[src/rtl/atapi_result_pkg.sv]
package atapi_result_pkg;
  localparam int SENSE_LEN = 10;
  localparam int STAT_LEN  = 10;

  localparam logic [7:0] OP_TEST_READY  = 8'h00;
  localparam logic [7:0] OP_STAT_READ   = 8'h10;
  localparam logic [7:0] OP_MODE_SENSE  = 8'h11;
  localparam logic [7:0] OP_MODE_SELECT = 8'h12;
  localparam logic [7:0] OP_SENSE       = 8'h13;
  localparam logic [7:0] OP_SECTOR_READ = 8'h30;

  localparam logic [15:0] RES_OK       = 16'h0000;
  localparam logic [15:0] RES_RESET    = 16'h2906;
  localparam logic [15:0] RES_BADCMD   = 16'h2005;
  localparam logic [15:0] RES_BADFIELD = 16'h2405;

  localparam logic [7:0] ST_BSY_BIT  = 8'h80;
  localparam logic [7:0] ST_DRQ_BIT  = 8'h08;
  localparam logic [7:0] ST_CHK_BIT  = 8'h01;
  localparam logic [7:0] ST_READY    = 8'h50;
  localparam logic [7:0] ST_FAILED   = 8'h51;

  typedef enum logic [1:0] {PH_NONE = 2'd0, PH_IN = 2'd1, PH_OUT = 2'd2} phase_e;
  typedef enum logic [1:0] {SRC_NONE, SRC_MODE, SRC_STAT, SRC_SENSE} src_e;
  typedef enum logic [2:0] {SO_KEEP, SO_FAIL, SO_OK, SO_OK_DRQ, SO_BUSY, SO_DONE} statOp_e;

  typedef struct packed {
    logic        report;
    logic [15:0] code;
    logic        failLba;
    statOp_e     statOp;
    logic        irqSet;
    logic        irqClr;
    logic        loadSector;
    logic [23:0] lba;
    logic [23:0] count;
    logic [7:0]  mode;
    logic        advance;
    logic        phaseGo;
    phase_e      phase;
    logic [15:0] len;
    logic [7:0]  winOff;
    src_e        src;
    logic        modeWrEn;
    logic        clrResetFlag;
    logic        setLastOp;
    logic [7:0]  lastOp;
  } ctrlStrobe_t;

  function automatic logic [7:0] defaultModeByte(input int idx);
    logic [7:0] b;
    b = 8'(idx);
    return {b[3:0], ~b[3:0]};
  endfunction
endpackage

[src/rtl/atapi_pkt_ctrl.sv]
module atapi_pkt_ctrl
  import atapi_result_pkg::*;
#(
  parameter int MODE_LEN = 32
) (
  input  logic        clk,
  input  logic        rstN,
  input  logic        pktValid,
  input  logic [95:0] pktData,
  input  logic        xferDone,
  input  logic        hostWrEn,
  input  logic        sectorDone,
  input  logic        sectorOk,
  input  logic [15:0] sectorErr,
  input  logic [15:0] sectorBytes,
  input  logic        resetFlag,
  input  logic [23:0] remain,
  input  logic [7:0]  lastOp,
  output ctrlStrobe_t stb,
  output logic        sectorReq
);
  localparam logic [8:0] MODE_LEN9  = 9'(MODE_LEN);
  localparam logic [8:0] STAT_LEN9  = 9'(STAT_LEN);
  localparam logic [8:0] SENSE_LEN9 = 9'(SENSE_LEN);

  typedef enum logic [2:0] {S_IDLE, S_SEC_WAIT, S_SEC_XFER, S_IN_XFER, S_OUT_XFER} state_e;
  state_e state, nextState;

  logic [7:0] op, offRaw, lenRaw;
  logic [8:0] areaLen, effOff, winEnd, clampLen;
  logic       offBad;
  logic [23:0] pktLba, pktCount;
  logic unusedPktBits;

  assign op       = pktData[7:0];
  assign offRaw   = pktData[23:16];
  assign lenRaw   = pktData[39:32];
  assign pktLba   = {pktData[23:16], pktData[31:24], pktData[39:32]};
  assign pktCount = {pktData[71:64], pktData[79:72], pktData[87:80]};
  assign unusedPktBits = ^{pktData[95:88], pktData[63:40]};

  always_comb begin
    unique case (op)
      OP_MODE_SENSE, OP_MODE_SELECT: areaLen = MODE_LEN9;
      OP_STAT_READ:                  areaLen = STAT_LEN9;
      default:                       areaLen = SENSE_LEN9;
    endcase
    effOff   = (op == OP_SENSE) ? 9'd0 : {1'b0, offRaw};
    winEnd   = effOff + {1'b0, lenRaw};
    offBad   = effOff >= areaLen;
    clampLen = (winEnd > areaLen) ? (areaLen - effOff) : {1'b0, lenRaw};
  end

  assign sectorReq = (state == S_SEC_WAIT);

  always_comb begin
    stb       = '0;
    nextState = state;
    unique case (state)
      S_IDLE: if (pktValid) begin
        stb.irqClr = 1'b1;
        if (resetFlag && op != OP_SENSE) begin
          stb.report       = 1'b1;
          stb.code         = RES_RESET;
          stb.statOp       = SO_FAIL;
          stb.irqSet       = 1'b1;
          stb.clrResetFlag = 1'b1;
        end else begin
          stb.setLastOp = 1'b1;
          stb.lastOp    = op;
          unique case (op)
            OP_TEST_READY: begin
              stb.report = 1'b1;
              stb.code   = RES_OK;
              stb.statOp = SO_OK;
              stb.irqSet = 1'b1;
            end
            OP_SENSE, OP_MODE_SENSE, OP_STAT_READ, OP_MODE_SELECT: begin
              stb.irqSet = 1'b1;
              if (offBad) begin
                stb.report = 1'b1;
                stb.code   = RES_BADFIELD;
                stb.statOp = SO_FAIL;
              end else begin
                stb.report  = (op != OP_SENSE);
                stb.code    = RES_OK;
                stb.statOp  = SO_OK_DRQ;
                stb.phaseGo = 1'b1;
                stb.phase   = (op == OP_MODE_SELECT) ? PH_OUT : PH_IN;
                stb.len     = {7'd0, clampLen};
                stb.winOff  = effOff[7:0];
                stb.src     = (op == OP_STAT_READ) ? SRC_STAT :
                              (op == OP_SENSE) ? SRC_SENSE : SRC_MODE;
                nextState   = (op == OP_MODE_SELECT) ? S_OUT_XFER : S_IN_XFER;
              end
            end
            OP_SECTOR_READ: begin
              stb.loadSector = 1'b1;
              stb.lba        = pktLba;
              stb.count      = pktCount;
              stb.mode       = pktData[15:8];
              if (pktCount == 24'd0) begin
                stb.report = 1'b1;
                stb.code   = RES_OK;
                stb.statOp = SO_OK;
                stb.irqSet = 1'b1;
              end else begin
                stb.statOp = SO_BUSY;
                nextState  = S_SEC_WAIT;
              end
            end
            default: begin
              stb.report = 1'b1;
              stb.code   = RES_BADCMD;
              stb.statOp = SO_FAIL;
              stb.irqSet = 1'b1;
            end
          endcase
        end
      end
      S_SEC_WAIT: if (sectorDone) begin
        stb.report = 1'b1;
        stb.irqSet = 1'b1;
        if (sectorOk) begin
          stb.code    = RES_OK;
          stb.advance = 1'b1;
          stb.statOp  = SO_OK_DRQ;
          stb.phaseGo = 1'b1;
          stb.phase   = PH_IN;
          stb.len     = sectorBytes;
          stb.src     = SRC_NONE;
          nextState   = S_SEC_XFER;
        end else begin
          stb.code    = sectorErr;
          stb.failLba = 1'b1;
          stb.statOp  = SO_FAIL;
          nextState   = S_IDLE;
        end
      end
      S_SEC_XFER: if (xferDone) begin
        if (remain == 24'd0) begin
          stb.statOp = SO_DONE;
          stb.irqSet = 1'b1;
          nextState  = S_IDLE;
        end else begin
          stb.statOp = SO_BUSY;
          nextState  = S_SEC_WAIT;
        end
      end
      S_IN_XFER: if (xferDone) begin
        stb.statOp = SO_DONE;
        stb.irqSet = 1'b1;
        nextState  = S_IDLE;
      end
      S_OUT_XFER: begin
        stb.modeWrEn = hostWrEn && (lastOp == OP_MODE_SELECT);
        if (xferDone) begin
          stb.statOp = SO_DONE;
          stb.irqSet = 1'b1;
          nextState  = S_IDLE;
        end
      end
      default: nextState = S_IDLE;
    endcase
  end

  always_ff @(posedge clk) begin
    if (!rstN) state <= S_IDLE;
    else       state <= nextState;
  end
endmodule

[src/rtl/atapi_pkt_datapath.sv]
module atapi_pkt_datapath
  import atapi_result_pkg::*;
#(
  parameter int MODE_LEN = 32,
  parameter int WR_LEN   = 10
) (
  input  logic        clk,
  input  logic        rstN,
  input  ctrlStrobe_t stb,
  input  logic        irqAck,
  input  logic [7:0]  hostIdx,
  input  logic [7:0]  hostWrByte,
  output logic [7:0]  hostRdByte,
  output logic [23:0] lbaQ,
  output logic [7:0]  modeQ,
  output logic [23:0] remainQ,
  output logic [7:0]  lastOpQ,
  output logic        resetFlagQ,
  output logic [7:0]  statusQ,
  output logic [7:0]  errorQ,
  output logic        irqQ,
  output logic        phaseStartQ,
  output logic [1:0]  phaseKindQ,
  output logic [15:0] xferLenQ
);
  logic [7:0] sense [SENSE_LEN];
  logic [7:0] modeW [WR_LEN];
  logic [7:0] winOffQ;
  src_e       srcQ;
  logic [8:0] idxAddr;

  assign idxAddr = {1'b0, winOffQ} + {1'b0, hostIdx};

  always_ff @(posedge clk) begin
    if (!rstN) begin
      for (int i = 0; i < SENSE_LEN; i++) sense[i] <= 8'h00;
    end else begin
      if (stb.report) begin
        sense[0] <= 8'hF0;
        sense[2] <= stb.code[7:0];
        sense[8] <= stb.code[15:8];
      end
      if (stb.failLba) begin
        sense[5] <= lbaQ[23:16];
        sense[6] <= lbaQ[15:8];
        sense[7] <= lbaQ[7:0];
      end
    end
  end

  for (genvar g = 0; g < WR_LEN; g++) begin : gModeByte
    always_ff @(posedge clk) begin
      if (!rstN) modeW[g] <= defaultModeByte(g);
      else if (stb.modeWrEn && idxAddr == 9'(g)) modeW[g] <= hostWrByte;
    end
  end

  always_ff @(posedge clk) begin
    if (!rstN) begin
      statusQ     <= ST_READY;
      errorQ      <= 8'h00;
      irqQ        <= 1'b0;
      lbaQ        <= 24'd0;
      modeQ       <= 8'h00;
      remainQ     <= 24'd0;
      lastOpQ     <= 8'h00;
      resetFlagQ  <= 1'b1;
      phaseStartQ <= 1'b0;
      phaseKindQ  <= PH_NONE;
      xferLenQ    <= 16'd0;
      winOffQ     <= 8'h00;
      srcQ        <= SRC_NONE;
    end else begin
      phaseStartQ <= stb.phaseGo;
      if (stb.report) errorQ <= {stb.code[3:0], 4'h0};
      unique case (stb.statOp)
        SO_FAIL:   statusQ <= ST_FAILED;
        SO_OK:     statusQ <= statusQ & ~(ST_BSY_BIT | ST_CHK_BIT);
        SO_OK_DRQ: statusQ <= (statusQ & ~(ST_BSY_BIT | ST_CHK_BIT)) | ST_DRQ_BIT;
        SO_BUSY:   statusQ <= (statusQ | ST_BSY_BIT) & ~ST_DRQ_BIT;
        SO_DONE:   statusQ <= statusQ & ~ST_DRQ_BIT;
        default:   statusQ <= statusQ;
      endcase
      if (stb.irqSet) irqQ <= 1'b1;
      else if (stb.irqClr || irqAck) irqQ <= 1'b0;
      if (stb.loadSector) begin
        lbaQ    <= stb.lba;
        remainQ <= stb.count;
        modeQ   <= stb.mode;
      end else if (stb.advance) begin
        lbaQ    <= lbaQ + 24'd1;
        remainQ <= remainQ - 24'd1;
      end
      if (stb.setLastOp) lastOpQ <= stb.lastOp;
      if (stb.clrResetFlag) resetFlagQ <= 1'b0;
      if (stb.phaseGo) begin
        phaseKindQ <= stb.phase;
        xferLenQ   <= stb.len;
        winOffQ    <= stb.winOff;
        srcQ       <= stb.src;
      end else if (stb.statOp == SO_DONE || stb.statOp == SO_BUSY || stb.statOp == SO_FAIL) begin
        phaseKindQ <= PH_NONE;
      end
    end
  end

  always_comb begin
    hostRdByte = 8'h00;
    unique case (srcQ)
      SRC_MODE: begin
        for (int i = 0; i < MODE_LEN; i++)
          if (idxAddr == 9'(i)) hostRdByte = (i < WR_LEN) ? modeW[i % WR_LEN] : defaultModeByte(i);
      end
      SRC_SENSE: begin
        for (int i = 0; i < SENSE_LEN; i++)
          if (idxAddr == 9'(i)) hostRdByte = sense[i];
      end
      SRC_STAT: begin
        unique case (idxAddr)
          9'd0:    hostRdByte = lbaQ[23:16];
          9'd1:    hostRdByte = lbaQ[15:8];
          9'd2:    hostRdByte = lbaQ[7:0];
          9'd3:    hostRdByte = modeQ;
          9'd4:    hostRdByte = remainQ[23:16];
          9'd5:    hostRdByte = remainQ[15:8];
          9'd6:    hostRdByte = remainQ[7:0];
          default: hostRdByte = 8'h00;
        endcase
      end
      default: hostRdByte = 8'h00;
    endcase
  end
endmodule

[src/rtl/atapi_pkt_result.sv]
module atapi_pkt_result
  import atapi_result_pkg::*;
#(
  parameter int MODE_LEN = 32,
  parameter int WR_LEN   = 10
) (
  input  logic        clk,
  input  logic        rstN,
  input  logic        pktValid,
  input  logic [95:0] pktData,
  input  logic [7:0]  hostIdx,
  input  logic        hostWrEn,
  input  logic [7:0]  hostWrByte,
  output logic [7:0]  hostRdByte,
  input  logic        xferDone,
  input  logic        irqAck,
  output logic        sectorReq,
  output logic [23:0] sectorLba,
  output logic [7:0]  sectorMode,
  input  logic        sectorDone,
  input  logic        sectorOk,
  input  logic [15:0] sectorErr,
  input  logic [15:0] sectorBytes,
  output logic [7:0]  statusReg,
  output logic [7:0]  errorReg,
  output logic        irq,
  output logic        phaseStart,
  output logic [1:0]  phaseKind,
  output logic [15:0] xferLen
);
  ctrlStrobe_t stb;
  logic [23:0] remain;
  logic [7:0]  lastOp;
  logic        resetFlag;

  atapi_pkt_ctrl #(.MODE_LEN(MODE_LEN)) u_ctrl (
    .clk(clk), .rstN(rstN), .pktValid(pktValid), .pktData(pktData),
    .xferDone(xferDone), .hostWrEn(hostWrEn), .sectorDone(sectorDone),
    .sectorOk(sectorOk), .sectorErr(sectorErr), .sectorBytes(sectorBytes),
    .resetFlag(resetFlag), .remain(remain), .lastOp(lastOp),
    .stb(stb), .sectorReq(sectorReq)
  );

  atapi_pkt_datapath #(.MODE_LEN(MODE_LEN), .WR_LEN(WR_LEN)) u_dp (
    .clk(clk), .rstN(rstN), .stb(stb), .irqAck(irqAck),
    .hostIdx(hostIdx), .hostWrByte(hostWrByte), .hostRdByte(hostRdByte),
    .lbaQ(sectorLba), .modeQ(sectorMode), .remainQ(remain), .lastOpQ(lastOp),
    .resetFlagQ(resetFlag), .statusQ(statusReg), .errorQ(errorReg), .irqQ(irq),
    .phaseStartQ(phaseStart), .phaseKindQ(phaseKind), .xferLenQ(xferLen)
  );
endmodule

[config.mk]
export PLATFORM = sky130hd
export DESIGN_NAME = atapi_pkt_result
export DESIGN_NICKNAME = d
export VERILOG_FILES = /design/src/rtl/atapi_result_pkg.sv /design/src/rtl/atapi_pkt_ctrl.sv /design/src/rtl/atapi_pkt_datapath.sv /design/src/rtl/atapi_pkt_result.sv
export SDC_FILE = /design/constraint.sdc
export NUM_CORES = 1
export LEC_CHECK = 0
export BUFFER_PORTS_ARGS = -buffer_cell sky130_fd_sc_hd__buf_2
export CAP_MARGIN = 10
export CELL_PAD_IN_SITES_DETAIL_PLACEMENT = 0
export CELL_PAD_IN_SITES_GLOBAL_PLACEMENT = 1
export CORE_ASPECT_RATIO = 2
export CORE_MARGIN = 3
export CORE_UTILIZATION = 35
export DETAILED_ROUTE_END_ITERATION = 16
export HOLD_SLACK_MARGIN = 0.08
export PLACE_DENSITY_LB_ADDON = 0.25
export SLEW_MARGIN = 0
export SYNTH_ARGS = -nofsm -noshare
export SYNTH_HDL_FRONTEND = slang
export SYNTH_HIERARCHICAL = 1
export SYNTH_SLANG_ARGS = --single-unit
[constraint.sdc]
create_clock -name clk -period 5.9 [get_ports clk]
set_clock_uncertainty 0.05 [all_clocks]
set_input_delay 1.18 -clock clk [delete_from_list [all_inputs] [get_ports clk]]
set_output_delay 1.18 -clock clk [all_outputs]
set_load 0.02 [all_outputs]
Word level (Yosys, flattened, before mapping)

Memory sizes are Yosys's and may differ from the RTL's.
Cells that the tools add are included.

Add/subtract/negate cells: 5
Equality and inequality tests: 58
Bitwise logic cells: 20
Reductions and logical operators: 34
Muxes and demuxes: 164
Magnitude comparators: 2

Operators with widths:

| cell                  | count |
|---|---|
| $mux 8                | 60 |
| $eq 9x5->1 const B    | 16 |
| $mux 29               | 4 |
| $mux 57               | 2 |
| $mux 24               | 4 |
| $eq 9x4->1 const B    | 8 |
| $mux 17               | 4 |
| $mux 62               | 1 |
| $mux 58               | 1 |
| $pmux 8 s7            | 1 |
| $pmux 17 s3           | 1 |
| $logic_not 24->1      | 2 |
| $mux 1                | 48 |
| $eq 8x5->1 const B    | 5 |
| $mux 20               | 2 |
| $pmux 8 s5            | 1 |
| $pmux 19 s2           | 1 |
| $eq 9x3->1 const B    | 4 |
| $pmux 17 s2           | 1 |
| $mux 3                | 9 |
| $add 24x1->24 const B | 1 |
| $pmux 8 s3            | 1 |
| $sub 24x1->24 const B | 1 |
| $mux 22               | 1 |
| other kinds (43)      | 104 |

Logic and storage cells: 302
Memories kept: 2
Input port bits: 152
Bits in registers: 110
Memory bits (writable): 160

Memory list:

| name       | words | width | read ports | clocked after Yosys merged registers in | wr ports | RTL line                 | text |
|---|---|---|---|---|---|---|---|
| u_dp.modeW | 10    | 8     | 10         | 0                                       | 10       | atapi_pkt_datapath.sv:27 | `logic [7:0] modeW [WR_LEN];` |
| u_dp.sense | 10    | 8     | 10         | 0                                       | 10       | atapi_pkt_datapath.sv:26 | `logic [7:0] sense [SENSE_LEN];` |

Depth between registers and ports, before layout

Gate-level depths: netlist of run 1.

Word-level depth: 35
Gate-level depth with buffers: 23
Depth with buffers taken out: 20

Hierarchy

The synthesis of run 1 kept the hierarchy.

By module, submodules not included:

| module             | cells an instance | times used | area each (sq um) |
|---|---|---|---|
| atapi_pkt_datapath | 1155              | 1          | 11707.5 |
| atapi_pkt_ctrl     | 355               | 1          | 2267.2 |

Worst setup path after synthesis of run 1

Ideal clock, no wire load.

Path type: input port to output port
Start point: input hostIdx[0]
End point: output hostRdByte[6]
Setup slack: 0.495 ns
Required time: 4.670 ns
Stages: 13
Arrival time: 4.175 ns
Buffers on the path: 1
Cell sequence: ha_1 inv_1 fa_1 nand2b_1 a211oi_1 and2b_4 xnor2_1 or3_1 or2_1 buf_6 o221ai_2 a21oi_1 or4_1

Cells in the longest elaborated chain, start to end: 35
Elaborated cells between the ends (all ways): 77
Classes of those cells: add/sub (1); eq/ne (31); mux (44); reduce/logical (1)

Ends and longest elaborated chain:

| item                 | RTL line                                                                        | text |
|---|---|---|
| from (decl)          | atapi_pkt_result.sv:11                                                          | `input logic [7:0] hostIdx,` |
| $add 8x8->9 *        | atapi_pkt_datapath.sv:32                                                        | `assign idxAddr = {1'b0, winOffQ} + {1'b0, hostIdx};` |
| $logic_not 9->1      | atapi_pkt_datapath.sv:112, atapi_pkt_datapath.sv:116, atapi_pkt_datapath.sv:119 |  |
| $mux 8 (32 in a row) | atapi_pkt_datapath.sv:112                                                       | `if (idxAddr == 9'(i)) hostRdByte = (i < WR_LEN) ? modeW[i % WR_LEN] : defaultModeByte(i);` |
| $pmux 8 s3 *         | atapi_pkt_datapath.sv:109                                                       | `unique case (srcQ)` |
| to (decl)            | atapi_pkt_result.sv:14                                                          | `output logic [7:0] hostRdByte,` |

Every way passes the cells marked *; elsewhere a longest branch is shown, timed or not.

Final worst setup path of run 1

Start point: input hostIdx[0]
End point: output hostRdByte[4]

Same word-level chain as after synthesis.

==> impl_metrics.csv, run 1 <==
group,metric,value,unit
finish,fin_nets,1902,
synth,synth.distinct_cells,97,
pwr,powerDensity,214.8,mW/mm2
pwr,pwr-share-comb,0.104,
sta,rsz0062_at_grt,"false",
clocking,cts_sinks,227,
floorplan,core_area,0.03905,mm2
routing,ant_nets,0,
floorplan,dieArea,0.04251,mm2
routing,wl,51050,um
sta,tns,0,ns
sta,fmax,173.9,MHz
routing,routedWlPerCell,22.61,um
setup_path,worstPathArrival,4.52,ns
synth,seq_area_frac_synth,0.4111,
finish,final_cell_mix,"188 x buf_2, 144 x nand2_1, 141 x and2_1, 120 x edfxtp_1, 107 x dfxtp_1",
finish,layout-drive-gt1-share,0.2209,
setup_path,reg2regPathDepth,14,
clocking,cts-buffers-inserted,23,
synth,synth.avg_cell_area,9.255,um2
setup_path,regToRegSetupSlack,2.25,ns
setup_path,cp_max_fo,14,
placed_design,place_hpwl,39770,um
synth,synthCells,1510,
floorplan,fp.dieH,288.6,um
hold_path,hold_path_depth,1,
pwr,power_frac_clock,0.424,
hold_path,holdPathEnd,"u_dp/sense[0][6]",
synth,syn-cell-area,0.01397,mm2
hold_path,hp-class,"reg -> reg",
clocking,cts_root_buf,"clkbuf_16",
finish,final_common_cell,"buf_2",
clocking,clkTransAtPathRegs,0.06,ns
synth,yosysTopAreaCellShare,0.2579,
placed_design,place_area,0.01592,mm2
global_route,grt_max_degree,88,
finish,fin_util,0.4279,
setup_path,r2r_start,"u_dp/winOffQ[0]",
finish,antenna_cells,0,
global_route,grt_pass1_vias,12651,
sta,setup_violations,0,
setup_path,slowest_stage,"or4_1",
floorplan,io_pins,229,
clocking,clkLatencyLatePin,0.54,ns
routing,viasPerCell,5.516,
pwr,peakVddDrop,0.1927,mV
synth,ys_top_cells_by_area,"edfxtp_1 26%, dfxtp_1 15%, and2_1 6.3%",
routing,first_pass_iters,5,
setup_path,path_common_cell,"buf_2",
setup_path,max_stage_delay,0.59,ns
synth,synth-seq-cells,227,
routing,first_iter_violations,859,
pwr,swShare,0.2529,
finish,area_delta_synth_final,19.59,%
global_route,grtUsageTotal,0.2329,
synth,yosys_warnings,6,
clocking,htree_levels,1,
global_route,grt_overflow,0,
setup_path,worstSetupStartpointType,"primary input",
global_route,grt_pass1_wl,75270,um
status,status,"completed",
synth,synth_ff_type,"edfxtp_1",
sta,worstMarginPinSlew,1.115,ns
setup_path,path_class,"in -> out",
sta,slew_viol_final,0,
finish,fin_area,0.01671,mm2
placed_design,place.gp.congestion,0.9319,
global_route,antenna_found_initial,1,
sta,period_share,0.9746,
pwr,p_seq_frac,0.472,
job,max_cap_viol_count,0,
pwr,power_switching,907.7,uW
setup_path,r2r_end,"u_dp/modeW[7][1]",
clocking,clockBufferDepth,3,
synth,synth_edf_count,120,
floorplan,fp.dieW,147.3,um
setup_path,cp_data_required_time,4.67,ns
sta,slew_headroom,0.2569,
clocking,cts_tree,"done",
floorplan,initial_core_util,0.3578,
setup_path,crit_chain,"buf_2, ha_1, inv_1, fa_2, nand2b_1, a211oi_2, and2b_4, xnor2_1, or3_1, buf_12, buf_4, o211ai_2, a21oi_1, or4_1, buf_2",
sta,period_needed,5.750,ns
sta,hold_viol,0,
placed_design,port_buffers,189,
setup_path,worst_setup_path_end_kind,"output pin",
synth,synthArstFlopShare,0,
routing,route.vias.total,12454,
floorplan,num_rows,102,
synth,yosys.area.top_type,"edfxtp_1",
routing,drc,0,
pwr,p_int,2682,uW
hold_path,min_from,"u_dp/sense[0][6]",
pwr,p_leak,0.006528,uW
==> critical path, delay by kind of cell <==
family | cells | cell delay, ns
AOI/OAI and AO/OA | 3 | 0.55
xor gates and xnor gates | 1 | 0.14
adders and majority gates | 2 | 0.50
buffers and inverters | 5 | 0.69
and+or+nand+nor | 4 | 1.44
==> kinds of logic after synthesis <==
kind of cell / Yosys count / synth area share
AOI/OAI and AO/OA: 291 / 0.1390
muxes: 72 / 0.06652
and+or+nand+nor: 693 / 0.2733
other: 2 / 0.0005374
buffers and inverters: 134 / 0.04244
adders and majority gates: 30 / 0.02838
xor gates and xnor gates: 61 / 0.03877
DFF: 227 / 0.4111
==> metrics by stage <==
| stage | setup WS [ns] | power (uW) | hold slack (ns) | instances |
|---|---|---|---|---|
| after floorplan | 0.4948 | 1932 | 0.3714 | 1517 |
| after global placement | 0.1127 | 2098 | 0.3855 | 2216 |
| after detailed placement | 0.1077 | 2099 | 0.3993 | 2216 |
| after CTS | 0.09908 | 3630 | 0.4152 | 2258 |
| after global routing | 0.03599 | 3712 | 0.4408 | 2258 |
| final | 0.1500 | 3589 | 0.4085 | 2258 |
==> worst max path at each step <==
stage | startpoint | endpoint | slack [ns] | cells past startpoint
2_1_floorplan | hostIdx[0] | hostRdByte[6] | 0.49 | 13
3_3_place_gp | hostIdx[0] | hostRdByte[4] | 0.11 | 15
3_5_place_dp | hostIdx[0] | hostRdByte[4] | 0.11 | 15
4_1_cts | hostIdx[0] | hostRdByte[4] | 0.1 | 15
5_1_grt | hostIdx[0] | hostRdByte[6] | 0.04 | 15
6_report | hostIdx[0] | hostRdByte[4] | 0.15 | 15
==> layout make-up <==
type                            instances  area (um2)
Tap cell                              520       650.6
Clock inverter                         10       98.84
Sequential cell                       227        5746
Multi-Input combinational cell       1156        7701
Clock buffer                           32       680.7
Inverter                               35       131.4
Fill cell                            4022       22340
Timing Repair Buffer                  278        1704
==> power by group through the flow <==
stage	combinational [uW]	sequential, uW	clock (uW)
after global routing	405	1690	1610
final	374	1690	1520
after detailed placement	371	1730	0
after global placement	371	1730	0
after floorplan	207	1730	0
after CTS	373	1690	1560
==> cell usage after synthesis (22+ instances only) <==
master and count:
nor2b_1 57, xnor2_1 33, mux2i_1 51, dfxtp_1 107, o21ai_0 98, ha_1 26
nor2_1 98, a21oi_1 48, or3_1 36, xor2_1 27, nor3_1 25, clkbuf_1 65
nand3_1 22, and3_1 79, inv_1 33, nand2_1 145, edfxtp_1 120, and2_1 141
nor4_1 22
==> flip-flops by register name, indices dropped and copies added (netlist names), 8 cells and up <==
| name | cells |
|---|---|
| u_dp/xferLenQ | 16 |
| u_dp/sense | 41 |
| u_dp/lastOpQ | 8 |
| u_dp/modeW | 80 |
| u_dp/lbaQ | 24 |
| u_dp/winOffQ | 8 |
| u_dp/modeQ | 8 |
| u_dp/remainQ | 24 |
==> repair_timing <==
item | 4_1_cts | 5_1_grt
hold buffers | 0 | 0
setup buffers | 0 | 0
setup endpoints to repair | 0 | 4
resized for setup | 0 | 3
==> metal layers <==
| layer | global-route usage | share of wire |
|---|---|---|
| met1 | 0.2245 | 0.33 |
| met5 | 0 | 0 |
| met4 | 0.1419 | 0.067 |
| met2 | 0.4642 | 0.56 |
| met3 | 0.02418 | 0.044 |
Power figures use the tool's default switching activity.
==> run 2: changes to the inputs <==
--- a/config.mk
+++ b/config.mk
@@ -14,6 +14,7 @@
 export CORE_UTILIZATION = 35
 export DETAILED_ROUTE_END_ITERATION = 16
 export HOLD_SLACK_MARGIN = 0.08
+export MAX_ROUTING_LAYER = met4
 export PLACE_DENSITY_LB_ADDON = 0.25
 export SLEW_MARGIN = 0
 export SYNTH_ARGS = -nofsm -noshare
==> impl_metrics.csv, run 2 (synthesis results as in run 1) <==
group,metric,value,unit
routing,routedWlPerCell,22.87,um
sta,period_needed,5.777,ns
global_route,grt_overflow,0,
hold_path,hp-class,"reg -> reg",
finish,layout-drive-gt1-share,0.2184,
placed_design,placed_cells,2214,
finish,area_delta_synth_final,19.03,%
hold_path,hold_path_depth,1,
floorplan,fp.dieW,147.3,um
floorplan,num_rows,102,
clocking,clkTransAtPathRegs,0.06,ns
setup_path,regToRegSetupSlack,2.15,ns
setup_path,cp_data_required_time,4.67,ns
setup_path,cp-endpoint,"hostRdByte[4]",
clocking,clkLatencyLatePin,0.55,ns
pwr,p_leak,0.006460,uW
job,max_cap_viol_count,0,
finish,largest_register_ffs,80,
setup_path,cp_max_fo,11,
finish,top_register,"u_dp/modeW",
finish,antenna_cells,0,
setup_path,r2r_end,"u_dp/modeW[2][6]",
clocking,clockBufferDepth,3,
routing,drc,0,
setup_path,reg2regPathDepth,14,
sta,slew_viol_final,0,
pwr,finalPower,3503,uW
setup_path,path_class,"in -> out",
pwr,peakVddDrop,0.2180,mV
setup_path,worst_setup_path_end_kind,"output pin",
global_route,grt_max_degree,148,
placed_design,place_hpwl,40350,um
finish,reg_top3,"u_dp/modeW x80, u_dp/sense x41",
status,status,"completed",
sta,setup_violations,0,
floorplan,dieArea,0.04251,mm2
sta,worstMarginPinSlew,1.100,ns
setup_path,worstSetupStartpointType,"primary input",
placed_design,port_buffers,189,
setup_path,cp-startpoint,"hostIdx[0]",
floorplan,fp.dieH,288.6,um
setup_path,r2r_start,"u_dp/winOffQ[0]",
routing,first_iter_violations,867,
clocking,cts_root_buf,"clkbuf_16",
clocking,cts_hold_buf,0,
routing,ant_nets,0,
sta,tns,0,ns
sta,period_share,0.9792,
global_route,grt_pass1_wl,75790,um
global_route,grt_pass1_vias,12485,
clocking,cts_tree,"done",
sta,hold_viol,0,
setup_path,worstPathArrival,4.55,ns
routing,viasPerCell,5.464,
pwr,powerDensity,210.6,mW/mm2
clocking,htree_levels,1,
sta,fmax,173.1,MHz
placed_design,place.gp.congestion,0.9511,
routing,first_pass_iters,5,
finish,final_common_cell,"buf_2",
global_route,antenna_found_initial,0,
routing,route.vias.total,12322,
routing,wl,51580,um
sta,slew_headroom,0.2664,
finish,stdcell_count,2255,
finish,fin_nets,1900,
sta,rsz0062_at_grt,"false",
floorplan,io_pins,229,
finish,final_cell_mix,"188 x buf_2, 143 x nand2_1, 141 x and2_1, 120 x edfxtp_1, 107 x dfxtp_1",
floorplan,core_area,0.03905,mm2
finish,nFillCells,4015,
floorplan,initial_core_util,0.3578,
clocking,cts_sinks,227,
global_route,grtUsageTotal,0.2422,
clocking,cts-buffers-inserted,22,
run 2: cell count changes in the layout (fill, tap and decap cells not counted), moves of 2 or more:
cell	delta
clkbuf_16	-2
clkbuf_8	-5
clkinvlp_2	+2
clkinvlp_4	+3
inv_6	-3
run 2: where the power goes:
group / switching (uW) / internal (uW)
registers: 10.2 / 1680
clock network: 650 / 783
logic: 239 / 139
run 2: metrics by stage:
stage | worst slack [ns] | instance area, um2 | util | hold WS, ns
after floorplan | 0.4948 | 14000 | - | 0.3714
after global placement | 0.06275 | 15900 | 0.4072 | 0.3825
after detailed placement | 0.07930 | 15900 | 0.4072 | 0.3939
after CTS | 0.07424 | 16610 | 0.4254 | 0.4096
after global routing | 0.01499 | 16630 | 0.4259 | 0.4387
final | 0.1226 | 16630 | 0.4259 | 0.4136
run 2: timing repair:
action                                  4_1_cts  5_1_grt
setup buffers                                 0        1
endpoints found under the setup margin        0        4
resized for setup                             0        3
run 2: worst min-delay path by stage:
| stage | startpoint | endpoint | slack (ns) |
|---|---|---|---|
| after floorplan | u_dp/sense[0][6] | u_dp/sense[0][6] | 0.37 |
| after global placement | u_dp/errorQ[6] | u_dp/errorQ[6] | 0.38 |
| after detailed placement | u_dp/sense[0][6] | u_dp/sense[0][6] | 0.39 |
| after CTS | u_dp/sense[0][6] | u_dp/sense[0][6] | 0.41 |
| after global routing | u_dp/errorQ[6] | u_dp/errorQ[6] | 0.44 |
| final | u_dp/sense[0][6] | u_dp/sense[0][6] | 0.41 |
run 2: critical path, stage by stage:
cell	delay (ns)
buf_2	0.10
ha_1	0.16
inv_1	0.05
fa_2	0.34
nand2b_1	0.17
a211oi_1	0.29
and2b_4	0.25
xnor2_1	0.15
or3_1	0.43
buf_12	0.17
or2_1	0.29
o21ai_0	0.24
a21oi_1	0.07
or4_1	0.46
buf_2	0.19
run 2: area by class of cell:
class,instances,area (um2),area share
multi-input combinational,1156,7696,0.4627
sequential,227,5746,0.3454
timing repair buffer,277,1697,0.1020
tap,520,650.6,0.03912
clock buffer,26,565.5,0.03400
clock inverter,14,147.6,0.008876
inverter,35,131.4,0.007898
run 2: layer usage:
| metal | up-vias | GRT usage | share of wire |
|---|---|---|---|
| met4 | 0 | 0.1405 | 0.065 |
| li1 | 5831 | - | - |
| met1 | 5913 | 0.2316 | 0.34 |
| met2 | 437 | 0.4692 | 0.56 |
| met3 | 141 | 0.01884 | 0.036 |
| met5 | - | - | 0 |
